### config.mk
export PLATFORM = sky130hd
export DESIGN_NAME = ddr_burst_col_seq
export DESIGN_NICKNAME = d
export VERILOG_FILES = /design/src/rtl/ddr_bseq_pkg.sv /design/src/rtl/bseq_mode_latch.sv /design/src/rtl/bseq_pair_ctr.sv /design/src/rtl/bseq_addr_gen.sv /design/src/rtl/ddr_burst_col_seq.sv
export SDC_FILE = /design/constraint.sdc
export NUM_CORES = 1
export LEC_CHECK = 0
export BUFFER_PORTS_ARGS = -buffer_cell sky130_fd_sc_hd__buf_2
export CAP_MARGIN = 20
export CORE_MARGIN = 10
export CORE_UTILIZATION = 49
export DETAILED_ROUTE_END_ITERATION = 8
export GPL_ROUTABILITY_DRIVEN = 0
export PLACE_DENSITY = 0.78
export SETUP_SLACK_MARGIN = 0.15
export SYNTH_ARGS = -nofsm -noshare
export SYNTH_HDL_FRONTEND = slang
export SYNTH_HIERARCHICAL = 1
export SYNTH_SLANG_ARGS = --single-unit
### constraint.sdc
create_clock -name clk -period 2.8 [get_ports clk]
set_clock_uncertainty 0.05 [all_clocks]
set_input_delay 0.7 -clock clk [delete_from_list [all_inputs] [get_ports clk]]
set_output_delay 0.7 -clock clk [all_outputs]
set_load 0.03 [all_outputs]
### src/rtl/ddr_bseq_pkg.sv
package ddr_bseq_pkg;

   typedef enum logic {
      ORD_SEQ = 1'b0,
      ORD_ILV = 1'b1
   } order_e;

   // Map a raw length code to log2 of the burst length, clamped to [1, max_log].
   function automatic int unsigned clamp_bl_log(input int unsigned code,
                                                input int unsigned max_log);
      if (code == 0)            return 1;
      else if (code > max_log)  return max_log;
      else                      return code;
   endfunction

endpackage

### src/rtl/bseq_mode_latch.sv
module bseq_mode_latch
   import ddr_bseq_pkg::*;
#(
   parameter int COL_W   = 10,
   parameter int CODE_W  = 2,
   parameter int MAX_LOG = 3,
   parameter int LOG_W   = 2
) (
   input  logic              clk,
   input  logic              rst_n,
   input  logic              start_i,
   input  logic [COL_W-1:0]  col_i,
   input  logic [CODE_W-1:0] bl_code_i,
   input  logic              ilv_i,
   output logic [COL_W-1:0]  col_q_o,
   output order_e            order_o,
   output logic [LOG_W-1:0]  bl_log_o
);

   always_ff @(posedge clk or negedge rst_n) begin
      if (!rst_n) begin
         col_q_o  <= '0;
         order_o  <= ORD_SEQ;
         bl_log_o <= LOG_W'(1);
      end else if (start_i) begin
         col_q_o  <= col_i;
         order_o  <= ilv_i ? ORD_ILV : ORD_SEQ;
         bl_log_o <= LOG_W'(clamp_bl_log(32'(bl_code_i), MAX_LOG));
      end
   end

endmodule

### src/rtl/bseq_pair_ctr.sv
module bseq_pair_ctr #(
   parameter int PAIR_W = 2,
   parameter int LOG_W  = 2
) (
   input  logic              clk,
   input  logic              rst_n,
   input  logic              start_i,
   input  logic [LOG_W-1:0]  bl_log_i,
   output logic              active_o,
   output logic [PAIR_W-1:0] pair_o,
   output logic              last_o
);

   logic [PAIR_W-1:0] last_pair;
   logic [31:0]       shamt;
   logic              at_end;

   always_comb begin
      shamt     = 32'(bl_log_i) - 32'd1;
      last_pair = PAIR_W'((32'd1 << shamt) - 32'd1);
   end

   assign at_end = (pair_o == last_pair);
   assign last_o = active_o && at_end;

   always_ff @(posedge clk or negedge rst_n) begin
      if (!rst_n) begin
         active_o <= 1'b0;
         pair_o   <= '0;
      end else if (start_i) begin
         active_o <= 1'b1;
         pair_o   <= '0;
      end else if (active_o) begin
         if (at_end) begin
            active_o <= 1'b0;
            pair_o   <= '0;
         end else begin
            pair_o   <= pair_o + 1'b1;
         end
      end
   end

   AST_PAIR_RANGE: assert property (@(posedge clk) disable iff (!rst_n)
      active_o |-> pair_o <= last_pair);

   AST_PAIR_STEP: assert property (@(posedge clk) disable iff (!rst_n)
      active_o && !last_o && !start_i |=> active_o && pair_o == $past(pair_o) + 1'b1);

endmodule

### src/rtl/bseq_addr_gen.sv
module bseq_addr_gen
   import ddr_bseq_pkg::*;
#(
   parameter int COL_W  = 10,
   parameter int LOG_W  = 2,
   parameter int PAIR_W = 2,
   parameter bit ILV_EN = 1'b1
) (
   input  logic [COL_W-1:0]  col_i,
   input  order_e            order_i,
   input  logic [LOG_W-1:0]  bl_log_i,
   input  logic [PAIR_W-1:0] pair_i,
   output logic [COL_W-1:0]  lead_o,
   output logic [COL_W-1:0]  trail_o
);

   localparam int LANES = 2;

   logic [COL_W-1:0] wrap_mask;
   logic [COL_W-1:0] lane_addr [LANES];

   assign wrap_mask = COL_W'((32'd1 << bl_log_i) - 32'd1);

   for (genvar l = 0; l < LANES; l++) begin : g_lane
      logic [COL_W-1:0] beat_idx;
      logic [COL_W-1:0] seq_low;
      logic [COL_W-1:0] alt_low;

      assign beat_idx = COL_W'({pair_i, 1'(l)});
      assign seq_low  = (col_i + beat_idx) & wrap_mask;

      if (ILV_EN) begin : g_ilv
         assign alt_low = (col_i ^ beat_idx) & wrap_mask;
      end else begin : g_seq_only
         assign alt_low = seq_low;
      end

      assign lane_addr[l] = (col_i & ~wrap_mask)
                          | ((order_i == ORD_ILV) ? alt_low : seq_low);
   end

   assign lead_o  = lane_addr[0];
   assign trail_o = lane_addr[1];

endmodule

### src/rtl/ddr_burst_col_seq.sv
module ddr_burst_col_seq
   import ddr_bseq_pkg::*;
#(
   parameter int COL_W  = 10,
   parameter int MAX_BL = 8,
   parameter int CODE_W = 2,
   parameter bit ILV_EN = 1'b1
) (
   input  logic              clk,
   input  logic              rst_n,
   input  logic              start_i,
   input  logic [COL_W-1:0]  col_i,
   input  logic [CODE_W-1:0] bl_code_i,
   input  logic              ilv_i,
   output logic              valid_o,
   output logic [COL_W-1:0]  col_lead_o,
   output logic [COL_W-1:0]  col_trail_o,
   output logic              last_o
);

   localparam int MAX_LOG = $clog2(MAX_BL);
   localparam int LOG_W   = $clog2(MAX_LOG + 1);
   localparam int PAIR_W  = (MAX_LOG > 1) ? MAX_LOG - 1 : 1;

   if (MAX_BL < 2 || (MAX_BL & (MAX_BL - 1)) != 0) begin : g_bad_bl
      $error("MAX_BL must be a power of two of at least 2");
   end
   if (COL_W <= MAX_LOG) begin : g_bad_col
      $error("COL_W must exceed log2(MAX_BL)");
   end
   if ((1 << CODE_W) <= MAX_LOG) begin : g_bad_code
      $error("CODE_W too narrow to select MAX_BL");
   end

   logic [COL_W-1:0]  col_q;
   order_e            order_q;
   logic [LOG_W-1:0]  bl_log_q;
   logic [PAIR_W-1:0] pair_q;

   bseq_mode_latch #(
      .COL_W   (COL_W),
      .CODE_W  (CODE_W),
      .MAX_LOG (MAX_LOG),
      .LOG_W   (LOG_W)
   ) i_mode (
      .clk       (clk),
      .rst_n     (rst_n),
      .start_i   (start_i),
      .col_i     (col_i),
      .bl_code_i (bl_code_i),
      .ilv_i     (ilv_i),
      .col_q_o   (col_q),
      .order_o   (order_q),
      .bl_log_o  (bl_log_q)
   );

   bseq_pair_ctr #(
      .PAIR_W (PAIR_W),
      .LOG_W  (LOG_W)
   ) i_ctr (
      .clk      (clk),
      .rst_n    (rst_n),
      .start_i  (start_i),
      .bl_log_i (bl_log_q),
      .active_o (valid_o),
      .pair_o   (pair_q),
      .last_o   (last_o)
   );

   bseq_addr_gen #(
      .COL_W  (COL_W),
      .LOG_W  (LOG_W),
      .PAIR_W (PAIR_W),
      .ILV_EN (ILV_EN)
   ) i_addr (
      .col_i    (col_q),
      .order_i  (order_q),
      .bl_log_i (bl_log_q),
      .pair_i   (pair_q),
      .lead_o   (col_lead_o),
      .trail_o  (col_trail_o)
   );

   AST_LEAD_IS_START: assert property (@(posedge clk) disable iff (!rst_n)
      start_i |=> valid_o && col_lead_o == $past(col_i));

   AST_LAST_HAS_VALID: assert property (@(posedge clk) disable iff (!rst_n)
      last_o |-> valid_o);

   AST_END_AFTER_LAST: assert property (@(posedge clk) disable iff (!rst_n)
      last_o && !start_i |=> !valid_o);

   AST_UPPER_HELD: assert property (@(posedge clk) disable iff (!rst_n)
      valid_o && !start_i |=> !valid_o || $stable(col_lead_o[COL_W-1:MAX_LOG]));

   AST_PAIR_UPPER: assert property (@(posedge clk) disable iff (!rst_n)
      valid_o |-> col_trail_o[COL_W-1:MAX_LOG] == col_lead_o[COL_W-1:MAX_LOG]);

   AST_START_WINS: assert property (@(posedge clk) disable iff (!rst_n)
      start_i && valid_o |=> valid_o);

endmodule

* After elaboration in Yosys (flattened, before gate mapping)
Index checks and enable logic that the tools add are counted.
Storage, ports and cells: register bits after elaboration 16, latch bits 0, bits in writable memories 0, memory bits (read-only) 0, output and inout bits 22, word-level logic and storage cells 37, memories 0
Operators by class: add/sub/neg operators 6, multipliers 0, divide/modulo/power cells 0, magnitude comparators 0, equal/unequal tests 1, shift-type cells 2, multiplexer cells 10, bitwise operators 10, reductions and logical operators 3
Operators with widths (count):
- AND 10 bit | 5
- << shifter 1 x 32 -> 2 bit (first input constant) | 1
- adder 10 x 3 -> 10 bit | 2
- 2-to-1 mux 10 bit | 2
- OR 10 bit | 2
- XOR 10 x 3 -> 10 bit | 2
- inverter 10 bit | 1
- << shifter 1 x 2 -> 10 bit (first input constant) | 1
- subtractor 10 x 1 -> 10 bit (second input constant) | 1
- 2-to-1 mux 2 bit | 4
- 2-to-1 mux 1 bit | 4
- subtractor 2 x 1 -> 3 bit (second input constant) | 1
- adder 2 x 1 -> 2 bit (second input constant) | 1
- equality test 2 bit | 1
- zero test 2 bit | 1
- nonzero test 2 bit | 1
- subtractor 2 x 1 -> 2 bit (second input constant) | 1
- logical AND 1 bit | 1

* Depth between registers and ports, before layout
depth in word-level cells 7, depth in mapped cells 6

* Modules after synthesis
Netlist, hierarchy kept.
Modules (own cells, without submodules):
- bseq_mode_latch | instances 1, cells an instance 29, area each 486.7 um2, sequential area each 326.6 um2
- bseq_addr_gen | instances 1, cells an instance 61, area each 452.9 um2, sequential area each 0.0 um2
- bseq_pair_ctr | instances 1, cells an instance 19, area each 176.4 um2, sequential area each 75.1 um2

* Worst setup path after synthesis
OpenSTA, ideal clock, no wires.
path kind register -> output, from register i_ctr.pair_o[0], to output port col_trail_o[7], arrival 1902 ps, data required time 2050 ps, path slack 148 ps, stages on the path, launching flop included 6, cell sequence dfrtp_1 ha_1 fa_1 a31oi_1 and4b_1 xor2_1
Between the ends: longest elaborated chain between the ends 4
RTL lines:
- start, declared | RTL line bseq_pair_ctr.sv:10 | output logic [PAIR_W-1:0] pair_o,
- start signal, assigned | RTL line bseq_pair_ctr.sv:38 | pair_o <= pair_o + 1'b1;
- adder 10 x 3 -> 10 bit | RTL line bseq_addr_gen.sv:30 | assign seq_low = (col_i + beat_idx) & wrap_mask;
- AND 10 bit | RTL line bseq_addr_gen.sv:30
- 2-to-1 mux 10 bit | RTL line bseq_addr_gen.sv:39 | | ((order_i == ORD_ILV) ? alt_low : seq_low);
- OR 10 bit | RTL line bseq_addr_gen.sv:39
- end, declared | RTL line ddr_burst_col_seq.sv:17 | output logic [COL_W-1:0] col_trail_o,
Every way passes these cells.

* Worst setup path after layout
from register i_mode.bl_log_o[0], to output port col_lead_o[6]
Between the ends: longest elaborated chain between the ends 5
RTL lines:
- start, declared | RTL line bseq_mode_latch.sv:17 | output logic [LOG_W-1:0] bl_log_o
- start signal, assigned | RTL line bseq_mode_latch.sv:28 | bl_log_o <= LOG_W'(clamp_bl_log(32'(bl_code_i), MAX_LOG));
- << shifter 1 x 2 -> 10 bit (*) | RTL line bseq_addr_gen.sv:22 | assign wrap_mask = COL_W'((32'd1 << bl_log_i) - 32'd1);
- subtractor 10 x 1 -> 10 bit (*) | RTL line bseq_addr_gen.sv:22
- AND 10 bit (tied with other cells) | RTL line bseq_addr_gen.sv:30
- 2-to-1 mux 10 bit or AND 10 bit (tied branches) | RTL line bseq_addr_gen.sv:39, bseq_addr_gen.sv:38
- OR 10 bit (*) | RTL line bseq_addr_gen.sv:39
- end, declared | RTL line ddr_burst_col_seq.sv:16 | output logic [COL_W-1:0] col_lead_o,
Mark *: on every way between the ends. The rest lies on a longest branch, timed or not.

==> summary.txt <==
Status
  • Run status: completed

Run
  • # Max-Cap Violations: 0

Timing
  • RSZ-0062 raised after global routing: true
  • Setup-failing EPs final: 0
  • Final period util: 0.963
  • Max Clk Rate: 371 MHz
  • Final Hold Viols: 0
  • Headroom to the max-slew limit: 0.736
  • Fin. max-slew vios: 0
  • Worst-Margin Slew: 0.396 ns
  • Period minus WS final: 2.70 ns

Power and ir drop
  • Gate power share: 0.532
  • PnR Total Power: 976 uW
  • Maximum VDD drop: 500 uV
  • Leak pwr: 0.718 nW
  • Pwr per Cell Area: 623 nW/um^2
  • Clock Power Share: 0.148
  • Switching power: 404 uW
  • Reg power frac: 0.320
  • Sw frac: 0.414
  • Int Pwr: 572 uW

Floorplan
  • Die Y-Extent: 67.7 um
  • Top Ports: 38
  • Cell row count: 17
  • Core Area: 2190 sq um
  • Die area: 4590 sq um
  • Die width: 67.7 um
  • Starting Density: 0.509

CTS
  • # clock sinks: 16
  • Clock transition at path regs: 0.09 ns
  • Post-CTS Hold Buffers: 0
  • Later-pin clock latency in the skew report: 0.27 ns
  • Max H-tree Level: 1
  • CTS Buf Count: 3
  • Clock Tree Buf Depth: 2
  • TritonCTS clock tree: built
  • Root Driver: clkbuf_4

Finish
  • Share of layout cells above drive strength 1: 0.545
  • N_diodes: 0
  • Filler cell count: 160
  • Non-Filler Instances: 182
  • Syn-to-layout area delta: 40.4%
  • # nets final: 178

Synth
  • Synth Area in Compound Gates: 0.107
  • Mapped cell area: 1120 sq um
  • Netlist cell types: 32
  • Synth Area in XOR/XNOR: 0.110
  • Simple-gate share of the synthesized area: 0.128
  • Sequential cell area fraction in the yosys report: 0.360
  • Ranking of synthesized cells by area: dfrtp_1 (34%), mux2_2 (12%), xnor2_1 (8.6%)
  • Synth warn: 6
  • Mux share of post-synthesis cell area: 0.130
  • Largest family of logic cells by synthesized area: multiplexers
  • Ys async rst share: 1.00
  • Post-synth top area share: 0.336
  • Syn Area/Cell: 10.2 sq um
  • Seq cells post-synth: 16
  • Post-synthesis adder-cell area fraction: 0.0919
  • Top cells by count, synth: dfrtp_1 (15), mux2_2 (12), xnor2_1 (11)
  • Top_reg_cell synth: dfrtp_1
  • Top-count cell post-synth: dfrtp_1
  • EDFF count, synth: 0
  • Post-Synthesis Cells: 109
  • Post-Syn Nets: 132
  • Synth area leader: dfrtp_1

Setup path
  • Crit Path Class: reg2out
  • CP Capture Type: output port
  • Reg-to-reg slack, setup: 1.12 ns
  • Startpoint Class: flop
  • Crit path max fanout: 6
  • Data required time at the worst endpoint: 2.05 ns
  • R2R cell count: 5
  • Worst r2r dst: i_ctr/pair_o[0]
  • CP Data Arrival Time: 1.95 ns
  • RR Startpoint: i_mode/bl_log_o[0]

Drt
  • Post-DR vias/cell: 5.31
  • Routed len/inst: 16.5 um
  • Detailed Route WL: 3.00 mm
  • DRT iter0 DRCs: 52
  • Vias post-DR: 967
  • Post-route ant nets: 0
  • Router iterations before antenna repair: 4
  • DRC viols: 0

Global routing
  • Largest net degree at the start of global routing: 18
  • First-pass GRT wire length: 4.89 mm
  • Number of antenna violations at the first check in global routing: 0
  • Total global routing track utilization: 0.137
  • Overflow after GRT: 0
  • Vias in the first global route: 1,064

Hold path
  • Hold/Removal Path Class: in2async

Placed design
  • I/O Buffers: 37
  • HPWL after DPL: 2.14 mm
  • Placed insts: 166
## sequential cells by signal, indices dropped and copies added, names as in the netlist
signal / flops
i_mode/col_q_o: 10
i_ctr/pair_o: 2
i_mode/bl_log_o: 2
i_ctr/active_o: 1
i_mode/order_o: 1
## worst max-delay path, cell delays in order (launching register included)
cell and delay, ns:
dfstp_2 0.57, or2_4 0.13, ha_4 0.11, nor3b_4 0.28
nand4_1 0.17, xnor2_1 0.21, buf_4 0.19
## logic make-up (layout without fill, tap and decap cells)
family | count (synthesis) | in the layout
xor+xnor | 14 | 14
compound gates | 18 | 18
buf+inv | 17 | 62
flops | 16 | 16
fa+ha+maj | 7 | 7
simple gates | 24 | 24
mux | 13 | 13
## metal layers
layer	up-vias	wire, um	global-route usage	share of wire
met1	472	1190	0.145	0.40
met3	4	143	0.0298	0.048
met4	0	20	0.0513	0.0067
li1	470	-	-	-
met5	-	0	0	0
met2	21	1650	0.258	0.55
## power groups by stage
| stage | clock (mW) | combinational (mW) | sequential, mW |
|---|---|---|---|
| 6_report | 0.144 | 0.519 | 0.312 |
| 5_1_grt | 0.160 | 0.558 | 0.319 |
| 4_1_cts | 0.150 | 0.464 | 0.307 |
| 3_5_place_dp | 0 | 0.391 | 0.315 |
| 3_3_place_gp | 0 | 0.381 | 0.311 |
| 2_1_floorplan | 0 | 0.298 | 0.304 |
## cell usage in the layout, fill, tap and decap left out, types with 4 or more instances in the layout
cell type	instances
nor2_1	6
xnor2_1	10
mux2_2	12
buf_4	22
dfrtp_1	13
buf_2	25
nand2_1	4
inv_1	8
a21oi_1	5
ha_4	5
## final cells by class
type / count / area, sq um / area share
Sequential cell: 16 / 404 / 0.258
Clock buffer: 4 / 36.3 / 0.0232
Multi-Input combinational cell: 76 / 742 / 0.474
Tap cell: 28 / 35.0 / 0.0224
Timing Repair Buffer: 49 / 313 / 0.200
Inverter: 9 / 36.3 / 0.0232
## timing repair
item,4_1_cts,5_1_grt
pin swaps,5,8
resized for setup,20,20
buffers inserted,8,4
endpoints found under the setup margin,10,14
## per-stage QoR
step           hold WS, ns  setup WS (ns)  cell area (sq um)  setup TNS, ns  utilization
2_1_floorplan        0.354          0.290               1120              0            -
3_3_place_gp         0.453          0.250               1290              0        0.591
3_5_place_dp         0.475          0.177               1290              0        0.591
4_1_cts              0.264         0.0641               1470              0        0.669
5_1_grt              0.268        -0.0308               1570        -0.0529        0.715
6_report             0.264          0.104               1570              0        0.715
## worst max path at each step
stage | start | end | slack (ns) | depth (start not counted)
finish | i_mode/bl_log_o[0] | col_lead_o[6] | 0.10 | 6
global route | i_mode/bl_log_o[0] | col_trail_o[8] | -0.03 | 6
CTS | i_ctr/pair_o[0] | col_trail_o[7] | 0.06 | 6
detailed placement | i_ctr/pair_o[0] | col_trail_o[7] | 0.18 | 6
global placement | i_ctr/pair_o[0] | col_trail_o[7] | 0.25 | 6
floorplan | i_ctr/pair_o[0] | col_trail_o[7] | 0.29 | 5
Power figures use the tool's default switching activity.
